$ cat src/rtl/irq_agg_pkg.sv
package irq_agg_pkg;
  localparam int unsigned CAT_N_DEF = 4;
  localparam int unsigned SRC_W_DEF = 8;

  function automatic int unsigned idx_w(input int unsigned n);
    return (n > 1) ? $clog2(n) : 1;
  endfunction
endpackage

$ cat src/rtl/irq_cat_reg.sv
module irq_cat_reg #(
  parameter int unsigned SRC_W = 8
) (
  input  logic             clk_i,
  input  logic             rst_ni,
  input  logic [SRC_W-1:0] evt_i,
  input  logic [SRC_W-1:0] mask_i,
  input  logic             clr_i,
  output logic [SRC_W-1:0] stat_o,
  output logic             any_o
);
  logic [SRC_W-1:0] hit;
  logic [SRC_W-1:0] stat_q;

  assign hit = evt_i & ~mask_i;

  // clear takes the current cycle's hits so nothing is dropped
  always_ff @(posedge clk_i or negedge rst_ni) begin
    if (!rst_ni)    stat_q <= '0;
    else if (clr_i) stat_q <= hit;
    else            stat_q <= stat_q | hit;
  end

  assign stat_o = stat_q;
  assign any_o  = |stat_q;


  evt_sets_chk: assert property (@(posedge clk_i) disable iff (!rst_ni)
    (|hit) |=> ((stat_o & $past(hit)) == $past(hit)));


  masked_quiet_chk: assert property (@(posedge clk_i) disable iff (!rst_ni)
    1'b1 |=> ((stat_o & ~$past(stat_o) & ~$past(hit)) == '0));


  sticky_chk: assert property (@(posedge clk_i) disable iff (!rst_ni)
    !clr_i |=> ((stat_o & $past(stat_o)) == $past(stat_o)));


  clr_keeps_hit_chk: assert property (@(posedge clk_i) disable iff (!rst_ni)
    clr_i |=> (stat_o == $past(hit)));
endmodule

$ cat src/rtl/irq_rd_mux.sv
module irq_rd_mux #(
  parameter int unsigned CAT_N = 4,
  parameter int unsigned SRC_W = 8,
  parameter int unsigned SEL_W = 2
) (
  input  logic                   rd_en_i,
  input  logic [SEL_W-1:0]       rd_sel_i,
  input  logic [CAT_N*SRC_W-1:0] stat_i,
  output logic [SRC_W-1:0]       rd_data_o,
  output logic [CAT_N-1:0]       rd_clr_o
);
  logic [CAT_N-1:0] sel_hot;

  for (genvar c = 0; c < CAT_N; c++) begin : g_sel
    assign sel_hot[c]  = (rd_sel_i == SEL_W'(c));
    assign rd_clr_o[c] = rd_en_i & sel_hot[c];
  end

  always_comb begin
    rd_data_o = '0;
    for (int c = 0; c < CAT_N; c++) begin
      if (sel_hot[c]) rd_data_o = stat_i[c*SRC_W +: SRC_W];
    end
  end


  always_comb begin
    one_clear_chk: assert ($onehot0(rd_clr_o));
  end
endmodule

$ cat src/rtl/irq_ack_tog.sv
module irq_ack_tog (
  input  logic clk_i,
  input  logic rst_ni,
  input  logic ack_i,
  output logic tog_o
);
  logic ack_q;

  always_ff @(posedge clk_i or negedge rst_ni) begin
    if (!rst_ni) ack_q <= 1'b0;
    else         ack_q <= ack_i;
  end

  assign tog_o = ack_i ^ ack_q;
endmodule

$ cat src/rtl/irq_aggregator.sv
module irq_aggregator
  import irq_agg_pkg::*;
#(
  parameter int unsigned CAT_N = CAT_N_DEF,
  parameter int unsigned SRC_W = SRC_W_DEF,
  localparam int unsigned SEL_W = idx_w(CAT_N),
  localparam int unsigned TOT_W = CAT_N * SRC_W
) (
  input  logic             clk_i,
  input  logic             rst_ni,
  input  logic [TOT_W-1:0] evt_i,
  input  logic [TOT_W-1:0] mask_i,
  input  logic             rd_en_i,
  input  logic [SEL_W-1:0] rd_sel_i,
  output logic [SRC_W-1:0] rd_data_o,
  input  logic             ack_i,
  output logic             irq_o,
  output logic             irq_oe_o
);
  logic [TOT_W-1:0] stat_all;
  logic [CAT_N-1:0] cat_any;
  logic [CAT_N-1:0] rd_clr;
  logic             ack_tog;
  logic             hit_any;

  irq_ack_tog u_ack (
    .clk_i  (clk_i),
    .rst_ni (rst_ni),
    .ack_i  (ack_i),
    .tog_o  (ack_tog)
  );

  irq_rd_mux #(.CAT_N(CAT_N), .SRC_W(SRC_W), .SEL_W(SEL_W)) u_rd (
    .rd_en_i   (rd_en_i),
    .rd_sel_i  (rd_sel_i),
    .stat_i    (stat_all),
    .rd_data_o (rd_data_o),
    .rd_clr_o  (rd_clr)
  );

  for (genvar c = 0; c < CAT_N; c++) begin : g_cat
    irq_cat_reg #(.SRC_W(SRC_W)) u_cat (
      .clk_i  (clk_i),
      .rst_ni (rst_ni),
      .evt_i  (evt_i[c*SRC_W +: SRC_W]),
      .mask_i (mask_i[c*SRC_W +: SRC_W]),
      .clr_i  (rd_clr[c] | ack_tog),
      .stat_o (stat_all[c*SRC_W +: SRC_W]),
      .any_o  (cat_any[c])
    );
  end

  assign hit_any  = |(evt_i & ~mask_i);
  // open drain: data fixed low, enable pulls
  assign irq_o    = 1'b0;
  assign irq_oe_o = |cat_any;


  line_low_chk: assert property (@(posedge clk_i) disable iff (!rst_ni)
    hit_any |=> irq_oe_o);


  line_float_chk: assert property (@(posedge clk_i) disable iff (!rst_ni)
    (!irq_oe_o && !hit_any) |=> !irq_oe_o);


  ack_clear_chk: assert property (@(posedge clk_i) disable iff (!rst_ni)
    (ack_tog && !hit_any) |=> !irq_oe_o);


  read_clear_chk: assert property (@(posedge clk_i) disable iff (!rst_ni)
    (rd_en_i && !hit_any) |=>
      (stat_all[int'($past(rd_sel_i))*SRC_W +: SRC_W] == '0));
endmodule

$ cat config.mk
export PLATFORM = sky130hd
export DESIGN_NAME = irq_aggregator
export DESIGN_NICKNAME = d
export VERILOG_FILES = /design/src/rtl/irq_agg_pkg.sv /design/src/rtl/irq_cat_reg.sv /design/src/rtl/irq_rd_mux.sv /design/src/rtl/irq_ack_tog.sv /design/src/rtl/irq_aggregator.sv
export SDC_FILE = /design/constraint.sdc
export NUM_CORES = 1
export LEC_CHECK = 0
export ABC_AREA = 1
export CAP_MARGIN = 5
export CORE_ASPECT_RATIO = 1.5
export CORE_MARGIN = 2
export CORE_UTILIZATION = 55
export CTS_CLUSTER_SIZE = 30
export DETAILED_ROUTE_END_ITERATION = 12
export DONT_BUFFER_PORTS = 1
export PLACE_DENSITY = 0.73
export REMOVE_ABC_BUFFERS = 1
export SETUP_SLACK_MARGIN = 0.1
export SYNTH_ARGS = -nofsm -noshare
export SYNTH_HDL_FRONTEND = slang
export SYNTH_SLANG_ARGS = --single-unit
$ cat constraint.sdc
create_clock -name clk_i -period 1.1 [get_ports clk_i]
set_input_delay 0.22 -clock clk_i [delete_from_list [all_inputs] [get_ports clk_i]]
set_output_delay 0.22 -clock clk_i [all_outputs]
set_load 0.005 [all_outputs]
Word level (Yosys, flattened, before mapping). Index checks and enable logic that the tools add are counted.

Word-level logic and storage cells: 39. Register bits: 33. Output and inout port bits: 10.

Reductions and logical operators: 2. Muxes and demuxes: 8. Bitwise logic cells: 21. Equal/unequal tests: 3.

Operators with widths (count): $mux W8 (8); $and A8 B8 Y8 (4); $not A8 Y8 (4); $or A8 B8 Y8 (4); $reduce_or A32 Y1 (1); $and A1 B1 Y1 (4); $eq A2 B2 Y1 const B (2); $or A1 B1 Y1 (4); $eq A2 B1 Y1 const B (1); $logic_not A2 Y1 (1); $xor A1 B1 Y1 (1).

Depth between registers and ports, before layout.
Word-level depth: 5. Depth in mapped cells: 6. Gate-level depth less buffers: 6.

By module. Synthesis repeated with hierarchy kept, for this count alone.

Cell total of the unflattened synthesis: 227. Area total of the unflattened synthesis: 2045.7 sq um.

By module, submodules not included: irq_cat_reg (cells each 40, area each 397.9 sq um, sequential area each 200.2 sq um, instances 4); irq_rd_mux (cells each 52, area each 362.8 sq um, sequential area each 0.0 sq um, instances 1); irq_aggregator (cells each 9, area each 47.5 sq um, sequential area each 0.0 sq um, instances 1); irq_ack_tog (cells each 6, area each 43.8 sq um, sequential area each 25.0 sq um, instances 1).

Least setup slack after synthesis. No wires, ideal clock.

Kind: register to register. Start point: register u_ack.ack_q. End point: register g_cat[3].u_cat.stat_q[0]. Data arrival time: 1.024 ns. Buffers on the path: 1. Setup slack: 0.002 ns. Library setup time: 0.074 ns. Stages on the path, launching flop included: 5. Data required time: 1.026 ns. Path through: dfrtp_1 -> xnor2_4 -> buf_8 -> nand3_1 -> o21ai_2.

Longest elaborated chain between the ends: 3.

Ends and longest elaborated chain: from (decl) (line irq_ack_tog.sv:7) `logic ack_q;`; from (signal assigned) (line irq_ack_tog.sv:11) `else ack_q <= ack_i;`; $xor A1 B1 Y1 (line irq_ack_tog.sv:14) `assign tog_o = ack_i ^ ack_q;`; $or A1 B1 Y1 (line irq_aggregator.sv:47) `.clr_i (rd_clr[c] | ack_tog),`; $mux W8 (line irq_cat_reg.sv:20) `else if (clr_i) stat_q <= hit;`; to (signal assigned) (line irq_cat_reg.sv:20); to (signal assigned) (line irq_cat_reg.sv:21) `else stat_q <= stat_q | hit;`; to (decl) (line irq_cat_reg.sv:13) `logic [SRC_W-1:0] stat_q;`.

Every way passes these cells.

Worst setup path in the final report.
Start point: register g_cat[3].u_cat.stat_q[1]. End point: output irq_oe_o.

Longest elaborated chain between the ends: 1.

Ends and longest elaborated chain: $reduce_or A32 Y1 (line irq_aggregator.sv:56) `assign irq_oe_o = |cat_any;`; to (decl) (line irq_aggregator.sv:18) `output logic irq_oe_o`.

Every way passes these cells.

==> results.md <==
* Outcome: finished, violations left
* Failing checks: negative hold slack, negative setup slack
* CTS tree: built
* First-pass GRT wire length at just under 8000 um
* F_max at 609 MHz
* Die area at ~3800 um^2
* Area of the core at around 3200 um^2
* Worst Path Required at slightly below 0.9 ns
* Crit-path most repeated cell: nand2_1
* DIE WIDTH at slightly above 50 um
* Drt via density at 5.46
* Drt wl/cell at ~18 um
* Mapped Area at roughly 1800 um^2
* DRC Markers at 0
* Clk Latency, worst-skew pair at 0.30 ns
* Cell with the most instances after synthesis: nand2_1
* Synthesis warning total at 0
* Fillers at about 160
* R2r worst-path depth at 5
* Overall Power at about 3.4 mW
* GRT Overall Usage at between 20% and 30%
* # H-tree levels at 2
* Total gr overflow at 0
* Power per cell area at around 1300 nW/um^2
* Post-route ant nets at 0
* Area share of the largest cell type after synthesis at between 40% and 50%
* Cells after Synth at 240
* Height of the die at 74.8 um
* Nets at roughly 360
* Top_reg_cell synth: dfrtp_1
* P_leak at ~1.3 nW
* Reg2reg start: u_ack.ack_q$_DFF_PN0_
* Post-synth top cells: nand2_1 (65), inv_1 (57), dfrtp_1 (33)
* Routability cong. at approximately 0.85
* Minimum clock period at about 1.6 ns
* CTS sink cnt at 33
* Largest area contributor in the synthesized netlist: dfrtp_1
* Delay-heaviest family, CP: simple AND/OR/NAND/NOR gates
* Setup crit start kind: register
* Bufs on Longest Clock Path at 2
* FF-to-FF End: g_cat[0].u_cat.stat_o[4]$_DFF_PN0_
* Largest net degree at the start of global routing at 34
* Clock transition at path regs at approximately 0.070 ns
* Placed cell areas at 1940 um^2
* Worst reg-to-reg setup slack at -0.10 ns
* CP max FO at 2
* Number of global-route vias before repair at 1743
* Seq cells post-synth at 33
* Clock Skew at approximately 0.0074 ns
* Max Cap Viol at 0
* Share of cells above drive strength 1 at 38.4%
* Setup CP Type: reg -> out
* RSZ-0062 raised after global routing: yes
* Area growth syn-to-layout at 45.6%
* Syn_area_per_cell at about 7.7 um^2
* Endpoints failing hold at 33
* Tightest Pin Transition at roughly 0.50 ns
* Setup slack after layout at -0.543 ns
* CTS buffer count at 5
* Initial Util at between 50% and 60%
* Multi-input logic area at ~1000 um^2
* I/O pins at 80
* Hold_ws at -0.393 ns
* Critical-path cell with the highest stage delay: dfrtp_1
* Finished Cell Area at approximately 2700 um^2
* CP Capture Type: output port
* Post-synth EDFFs at 0
* Post-synth ARST share at 100%
* Period Utilization, post-route at 149%
* Worst hold path type: in -> async
* Final wirelength at 5950 um
* Buf/Inv on CP at 1
* Peak VDD IR at between 1 and 1.5 mV
* Worst path arrival time at roughly 1.4 ns
* Slew headroom at roughly two thirds
* Ranking of synthesized cells by area: dfrtp_1 (45%), nand2_1 (13%), inv_1 (12%), o21ai_2 (8.6%), nand3_1 (4.4%)
* 1st-pass router iterations at 4
* IO Port Bufs at 0
* Root cell of the clock tree: clkbuf_8
* Initial antenna violation count at 0
* DRT iter0 DRCs at 77
* Ant. Diodes at 0
* Rows at 25
* DP Wirelength at between 3000 and 4000 um
* Fin util at between 80 and 90%
* Crit path largest cell delay at between 0.4 and 0.5 ns
* Via count at about 1800
* Final setup viols at 39
* Register Area at slightly above 800 um^2
* Sequential area share after synthesis at 45.0%
* Post-synth cell types at 18
* Cell breakdown of the critical path: inv_1 -> nand2_1 -> nor2_1 -> nand2_1 -> nor2_1 -> nand2_1
* Max-slew violations at 0
-- sequential cells by signal, indices dropped and copies added, names as in the netlist --
signal	cells
g_cat.u_cat.stat_o	32
u_ack.ack_q	1
-- layer usage --
metal  vias to the layer above  share of wire, %  track usage, %
met4                         0               4.8            15.3
met3                        25               6.5            8.33
li1                        824                 -               -
met1                       852                35            29.7
met5                         -                 0               0
met2                        94                54            52.1
-- worst register-to-register path: stages (launching register included) --
cell and delay, ns:
dfrtp_1 0.43, xnor2_4 0.27, buf_6 0.16, clkbuf_16 0.15
nand3_2 0.06, o21ai_1 0.07
-- layout make-up --
cell class	instances	area share [%]
clock inverters	1	0.187
well taps	40	1.87
flip-flops and latches	33	30.9
multi-input cells	146	37.5
inverters	59	8.28
clock buffers	7	3.60
repair buffers	43	17.7
-- cell usage in the layout, fill, tap and decap left out, drive strengths merged --
master,instances
nand4,9
o21ai,32
conb,1
clkbuf,8
dlygate4sd3,17
xnor2,1
nand3,16
inv,59
nand2,72
dfrtp,33
buf,25
clkinv,1
nor2,15
-- worst max-delay path by stage --
stage / start / end / slack (ns) / cells after the start
after floorplan: u_ack.ack_q$_DFF_PN0_ / g_cat[2].u_cat.stat_o[0]$_DFF_PN0_ / -0.08 / 3
after global placement: u_ack.ack_q$_DFF_PN0_ / g_cat[0].u_cat.stat_o[2]$_DFF_PN0_ / 0.003 / 4
after detailed placement: u_ack.ack_q$_DFF_PN0_ / g_cat[2].u_cat.stat_o[5]$_DFF_PN0_ / -0.01 / 4
after CTS: g_cat[2].u_cat.stat_o[0]$_DFF_PN0_ / irq_oe_o / -0.28 / 6
after global routing: g_cat[3].u_cat.stat_o[1]$_DFF_PN0_ / irq_oe_o / -0.55 / 6
final: g_cat[3].u_cat.stat_o[1]$_DFF_PN0_ / irq_oe_o / -0.54 / 6
-- logic make-up after synthesis --
kind of cell	after synthesis	share of synthesized area [%]
buf+inv	61	13.3
xor+xnor	1	1.50
flops	33	45.0
simple gates	112	27.7
other cells	1	0.204
compound gates	32	12.4
-- report_power, final --
group | total, mW | internal (mW) | leakage [nW] | switching [mW]
clock | 1.04 | 0.565 | 0.0542 | 0.476
combinational | 0.948 | 0.459 | 0.863 | 0.489
sequential | 1.46 | 1.34 | 0.405 | 0.113
total | 3.45 | 2.37 | 1.32 | 1.08
-- metrics by stage --
step | setup WS [ns] | hold WS, ns | cells | setup TNS [ns]
detailed placement | -0.0141 | -0.0747 | 287 | -0.0317
global placement | 0.00255 | -0.0748 | 287 | 0
floorplan | -0.0787 | -0.0756 | 238 | -0.928
finish | -0.543 | -0.393 | 329 | -3.65
global route | -0.545 | -0.403 | 329 | -5.33
CTS | -0.285 | -0.389 | 314 | -2.77
-- repair_timing --
action	4_1_cts	5_1_grt
hold endpoints to repair	47	36
pin swaps	14	16
setup endpoints to repair	41	41
buffers inserted	3	15
gates resized for setup	39	47
cloned	2	1
hold buffers	14	3
Power figures use the tool's default switching activity.
